File: src/rtl/bist_err_count.sv
module bist_err_count #(
    parameter int WORD_W = 24,
    parameter int CNT_W  = 8
) (
    input  logic              clk,
    input  logic              rst,
    input  logic              clr,
    input  logic              acc,
    input  logic [WORD_W-1:0] err_vec,
    output logic [CNT_W-1:0]  cnt_q,
    output logic [CNT_W-1:0]  cnt_nxt
);
    localparam int PC_W  = $clog2(WORD_W + 1);
    localparam int SUM_W = CNT_W + PC_W;
    localparam logic [SUM_W-1:0] CNT_MAX = SUM_W'((1 << CNT_W) - 1);

    logic [PC_W-1:0]  pop;
    logic [SUM_W-1:0] sum;

    always_comb begin
        pop = '0;
        for (int i = 0; i < WORD_W; i++) begin
            pop = pop + PC_W'(err_vec[i]);
        end
        sum = SUM_W'(cnt_q) + SUM_W'(pop);
        cnt_nxt = (sum > CNT_MAX) ? CNT_MAX[CNT_W-1:0] : sum[CNT_W-1:0];
    end

    always_ff @(posedge clk) begin
        if (rst || clr) begin
            cnt_q <= '0;
        end else if (acc) begin
            cnt_q <= cnt_nxt;
        end
    end
endmodule

File: config.mk
export PLATFORM = sky130hd
export DESIGN_NAME = bist_err_count
export DESIGN_NICKNAME = d
export VERILOG_FILES = /design/src/rtl/bist_err_count.sv
export SDC_FILE = /design/constraint.sdc
export NUM_CORES = 1
export LEC_CHECK = 0
export ABC_AREA = 1
export CORE_AREA = 5 5 71 57
export DETAILED_ROUTE_END_ITERATION = 7
export DIE_AREA = 0 0 76 62
export PLACE_DENSITY = 0.69
export SYNTH_ARGS = -nofsm -noshare
export SYNTH_HDL_FRONTEND = slang
export SYNTH_SLANG_ARGS = --single-unit
File: constraint.sdc
create_clock -name clk -period 9.5 [get_ports clk]
set_clock_uncertainty 0.05 [all_clocks]
set_input_delay 2.85 -clock clk [delete_from_list [all_inputs] [get_ports clk]]
set_output_delay 2.85 -clock clk [all_outputs]
set_load 0.01 [all_outputs]
==> impl_results.md, run 1 <==
- Fin util: 0.594
- Vias in the first global route: 1156
- Setup crit end kind: primary output
- Largest regs: cnt_q x8
- Global-route wire length before repair: 5060 µm
- Max-Slew Margin vs Limit: 0.755
- Critical path required time: 6.60 ns
- Failing checks: setup timing
- Setup TNS: -2.19 ns
- Yosys warnings: 0
- Total wire length: 3010 µm
- Setup repair after global routing missed its margin: true
- # DRC: 0
- Die area: between 4000 and 5000 µm²
- Post-Syn Instances: 165
- Worst slew pin tran: 0.367 ns
- Yosys top cell by area: fa_1
- DR WL/cell: 11.4 µm
- Largest Register: cnt_q
- Kind of critical path: input pin to primary output
- Outcome: finished, violations left
- F_max: about 100 MHz
- Clk pin slew, worst setup/hold paths: 0.04 ns
- Root buf cell: clkbuf_8
- H-tree depth: 1
- Hold Crit Class: flop to flop
- Mapped Avg Cell Area: 7.64 µm²
- Multi-input gate area: 951 µm²
- DR vias/cell: 4.41
- Max-Cap Viols: 0
- Fin crit period: a little under 10 ns
- GP Congestion: about 0.83
- Critical Path AT: between 6 and 7 ns
- Antenna cells: 0
- Die H: 62 µm
- Sequential cell area: about 160 µm²
- Worst-skew pair later-pin latency: around 0.23 ns
- PnR worst setup slack: -0.310 ns
- CTS tree: yes
- Core area: 3220 µm²
- DP HPWL: 2500 µm
- Top Ports: 44
- Starting density of the core: 0.392
- Setup violators final: 8
- Post-route insts no fill: 264
- Die Wd: about 76 µm
- Crit start category: input pin
- Global Route Usage Sum: 0.136
- Syn Std Cell Area: 1260 µm²
- Port bufs: 43
- DRT Pass-1 Iters: 4
- Crit share post-route: 1.03
- Final Hold Vio Count: 0
- Main area contributors after synthesis: fa_1 30%, inv_1 16%, dfxtp_1 13%
- Final ANT Viol Nets: 0
- Row cnt: 18
- Inserted Clock Buffers: 3
- Gr ovfl total: 0
- Flip-flop count of the largest register after layout: 8
- Fill count: 313
- Synth-to-layout area growth: 51.6%
- Worst Path Max Fanout: 3
- Unique masters post-synth: 22
- Vias post-DR: 1163
- Final Max Tran Viols: 0
- #FFs+latches synth: 8
- CTS Sinks: 8
- Share of the synthesized area in the top cell type: 0.302
- Initial antenna violation count: 0
- Register area share after synthesis: 0.127
- Layout cells sized above 1: 0.286
- Largest net degree at the start of global routing: 13
- Layout net count: 284
- Initial detailed-routing violation count: 19
- Post-Place Cells: 257
- Post-Syn Nets: 223
- Max clock buf depth: 2
logic make-up after synthesis:
logic type,count (synthesis),synth area share
AND/OR/NAND/NOR,53,0.193
AO/OA/AOI/OAI,15,0.0784
flip-flops,8,0.127
XOR/XNOR,3,0.0208
buffers and inverters,56,0.170
adder cells (fa/ha/maj),30,0.411
cells in the mapped netlist:
master,number
a21boi_0,1
a21oi_1,2
a21oi_2,2
buf_2,1
dfxtp_1,8
fa_1,19
ha_1,11
inv_1,54
inv_4,1
nand2_1,25
nand2_2,7
nand3_1,9
nand3b_1,2
nand4_1,1
nor2_1,7
nor3_1,1
o21ai_0,5
o21ai_2,1
o21bai_1,4
or2_4,1
xnor2_1,1
xor2_1,2
layout by cell type (no fill, tap or decap), types with 7 or more instances in the layout:
cell             count
inv_1               48
clkdlybuf4s50_1     23
nand2_1             22
fa_1                17
buf_4               13
ha_1                11
buf_6               10
nand2_2              8
dfxtp_1              8
nor2_1               7
buf_2                7
metrics by stage:
step                area, µm²  worst slack (ns)  hold slack [ns]
floorplan                1260            0.0193            0.536
global placement         1810             -1.01            0.538
detailed placement       1810             -1.07            0.537
CTS                      1870            -0.328            0.547
global route             1910            -0.396            0.635
finish                   1910            -0.310            0.547
worst max-delay path, stage by stage:
cell and delay (ns):
buf_6 0.09, fa_1 0.54, inv_2 0.04, fa_1 0.53, fa_1 0.45, fa_1 0.56
fa_1 0.44, fa_2 0.37, fa_2 0.39, o21ai_2 0.19, buf_6 0.13, xnor2_4 0.11
nand2_2 0.08, buf_6 0.12
path summary, 6_finish.rpt:
check | startpoint | to | slack (ns) | depth (start not counted)
hold reg to reg | cnt_q[5] | cnt_q[5] | 0.55 | 4
setup reg to reg | cnt_q[0] | cnt_q[4] | 5.24 | 16
hold / removal | cnt_q[5] | cnt_q[5] | 0.55 | 4
setup / recovery | err_vec[1] | cnt_nxt[4] | -0.31 | 14
area by class of cell:
cell class / instances / share of cell area
Clock buffer: 3 / 0.0216
Timing Repair Buffer: 57 / 0.262
Sequential cell: 8 / 0.0838
Tap cell: 40 / 0.0262
Multi-Input combinational cell: 101 / 0.497
Inverter: 55 / 0.109
routing by layer:
layer / wire [µm] / up-vias / share of wire / global-route usage
li1: - / 602 / - / -
met1: 1460 / 527 / 0.48 / 0.188
met2: 1360 / 31 / 0.45 / 0.212
met3: 158 / 3 / 0.053 / 0.0317
met4: 31 / 0 / 0.010 / 0.0457
met5: 0 / - / 0 / 0
timing repair:
item                                    CTS  global route
hold buffers                              0             0
endpoints found under the setup margin    8             8
gates resized for setup                  82            19
pin swaps                                20            15
setup buffers                             3             1
Power of run 1 is left out: the tool's default activity adds up to more than one toggle a clock period on the data nets, which glitch-free logic cannot reach.
==> inputs of run 2 (changes only) <==
--- a/config.mk
+++ b/config.mk
@@ -6,10 +6,13 @@
 export NUM_CORES = 1
 export LEC_CHECK = 0
 export ABC_AREA = 1
-export CORE_AREA = 5 5 71 57
+export CAP_MARGIN = 30
+export CELL_PAD_IN_SITES_DETAIL_PLACEMENT = 0
+export CELL_PAD_IN_SITES_GLOBAL_PLACEMENT = 1
+export CORE_AREA = 5 5 83 66
 export DETAILED_ROUTE_END_ITERATION = 7
-export DIE_AREA = 0 0 76 62
-export PLACE_DENSITY = 0.69
+export DIE_AREA = 0 0 88 71
+export PLACE_DENSITY = 0.7
 export SYNTH_ARGS = -nofsm -noshare
 export SYNTH_HDL_FRONTEND = slang
 export SYNTH_SLANG_ARGS = --single-unit
==> impl_results.md, run 2 (synthesis gave the netlist of run 1 again) <==
- PnR worst setup slack: -0.415 ns (-0.105 ns)
- CP most frequent cell: fa_1
- Antenna cells: 0 (unchanged)
- Vias post-DR: 1288 (+11%)
- Worst slew pin tran: 0.400 ns (+0.0333 ns)
- Final ANT Viol Nets: 0 (unchanged)
- Gr ovfl total: 0 (unchanged)
- Worst-skew pair later-pin latency: 0.23 ns (about the same)
- Max-Slew Margin vs Limit: 0.732 (-0.0223)
- F_max: 101 MHz (-1.1%)
- Hold Crit Class: flop to flop
- Hold WS: 0.550 ns (+0.00283 ns)
- Port bufs: 43 (unchanged)
- Layout cells sized above 1: 0.360 (+0.0743)
- Root buf cell: clkbuf_8
- Total wire length: 3580 µm (+19%)
- Slowest cell on crit path: fa_1
- Final Hold Vio Count: 0 (unchanged)
- Top Ports: 44 (unchanged)
- CTS Sinks: 8 (unchanged)
- Largest net degree at the start of global routing: 13 (unchanged)
- CTS tree: yes
- Outcome: finished, violations left
- Fin crit period: 9.91 ns (+0.105 ns)
- H-tree depth: 1 (unchanged)
- Kind of cell adding the most delay to the critical path: adder cells
- Initial antenna violation count: 0 (unchanged)
- Crit share post-route: 1.04 (+0.0110)
- # DRC: 0 (unchanged)
- Worst Path Max Fanout: 3 (unchanged)
- Critical path required time: 6.60 ns (about the same)
- Synth-to-layout area growth: 76.7%
- Flip-flop count of the largest register after layout: 8 (unchanged)
- Kind of critical path: input pin to primary output
- WP buf/inv: 5 (+1)
- Global-route wire length before repair: 5520 µm (+9.0%)
- Failing checks: setup timing
- DRT Pass-1 Iters: 4 (unchanged)
- Reg-to-Reg Start: cnt_q[0]
- Setup repair after global routing missed its margin: true
- Most common cell after layout, fill and taps aside: inv_1
- Final Max Tran Viols: 0 (unchanged)
- Crit start category: input pin
- Worst Hold Launch: cnt_q[5]
- Layout net count: 310 (+9.2%)
- Most frequent cells in the layout: 49 x inv_1, 26 x buf_4, 23 x clkdlybuf4s50_1
- Setup crit end kind: primary output
- Reg2reg path depth: 39 (+23)
- FF-to-FF setup slack: 2.64 ns (-2.60 ns)
- Hold Path Depth: 4 (unchanged)
- Die area: 6250 µm² (+33%)
- Die H: 71 µm (+15%)
- Vias in the first global route: 1227 (+6.1%)
- Critical Path AT: 7.01 ns (+0.10 ns)
- Max incr delay on CP: 0.56 ns (about the same)
- Max clock buf depth: 2 (unchanged)
- Setup violators final: 9 (+1)
- Core area: 4650 µm² (+44%)
- Starting density of the core: 0.271 (-0.120)
- Largest regs: cnt_q x8
- Largest Register: cnt_q
- Crit path cell chain: buf_6 > fa_1 > inv_2 > fa_1 > fa_1 > fa_1 > fa_1 > fa_2 > fa_2 > buf_6 > o21ai_4 > buf_6 > xnor2_4 > nand2_1 > buf_2
- Die Wd: 88 µm (+16%)
- Inserted Clock Buffers: 3 (unchanged)
- Clk pin slew, worst setup/hold paths: 0.04 ns (about the same)
- GP Congestion: 0.768 (-7.9%)
- DR WL/cell: 11.5 µm (+1.3%)
- Row cnt: 22 (+4)
- Max-Cap Viols: 0 (unchanged)
- DR vias/cell: 4.15 (-5.7%)
- Initial detailed-routing violation count: 28 (+9)
- DP HPWL: 2430 µm (-2.8%)
- RR Endpoint: cnt_q[6]
- Hold_buf cts: 0 (unchanged)
- Hold path endpoint: cnt_q[5]
- Global Route Usage Sum: 0.114 (-0.0215)
run 2: cell count changes in the layout (fill, tap and decap cells not counted), moves of 3 or more:
cell and delta:
nand2_4 +4, buf_6 +12, buf_4 +13, nand2_2 -3
run 2: layout make-up:
type                    instances  area, µm²
well taps                      60       75.1
repair buffers                 82        738
repair inverters                1       6.26
multi-input cells             101        996
fillers                       449       2420
inverters                      55        211
flip-flops and latches          8        160
clock buffers                   3       41.3
run 2: worst reg2reg max path, delay by kind of cell, from the launching register on:
family | cells | cell delay (ns)
flip-flops | 1 | 0.34
adder cells (fa/ha/maj) | 6 | 2.76
buffers and inverters | 29 | 3.26
AND/OR/NAND/NOR | 3 | 0.28
AO/OA/AOI/OAI | 1 | 0.09
run 2: metal layers:
metal,share of wire,GRT usage,wire [µm]
met3,0.071,0.0175,254
met2,0.45,0.173,1620
met5,0,0,0
met1,0.44,0.159,1580
met4,0.033,0.0528,119
run 2: worst max-delay path by stage:
stage / startpoint / end / slack (ns) / cells past startpoint
6_report: err_vec[1] / cnt_nxt[4] / -0.41 / 15
3_5_place_dp: err_vec[0] / cnt_nxt[4] / -1.05 / 14
3_3_place_gp: err_vec[0] / cnt_nxt[3] / -1.02 / 15
2_1_floorplan: err_vec[0] / cnt_nxt[4] / 0.02 / 13
4_1_cts: err_vec[21] / cnt_nxt[4] / -0.35 / 14
5_1_grt: err_vec[1] / cnt_nxt[4] / -0.52 / 16
run 2: per-stage QoR:
step / cells / setup WS [ns] / cell area, µm² / TNS [ns] / utilization
floorplan: 165 / 0.0193 / 1260 / 0 / -
CTS: 307 / -0.351 / 2130 / -2.71 / 0.458
finish: 310 / -0.415 / 2230 / -3.11 / 0.479
global placement: 275 / -1.02 / 1820 / -8.02 / 0.392
global route: 310 / -0.517 / 2230 / -4.06 / 0.479
detailed placement: 275 / -1.05 / 1820 / -8.24 / 0.392
run 2: repair_timing:
| action | CTS | global route |
|---|---|---|
| pin swaps | 20 | 14 |
| resized for setup | 91 | 30 |
| setup endpoints to repair | 8 | 9 |
| cloned | 1 | 0 |
| setup buffers | 28 | 4 |
Power of run 2 is left out for the same reason.
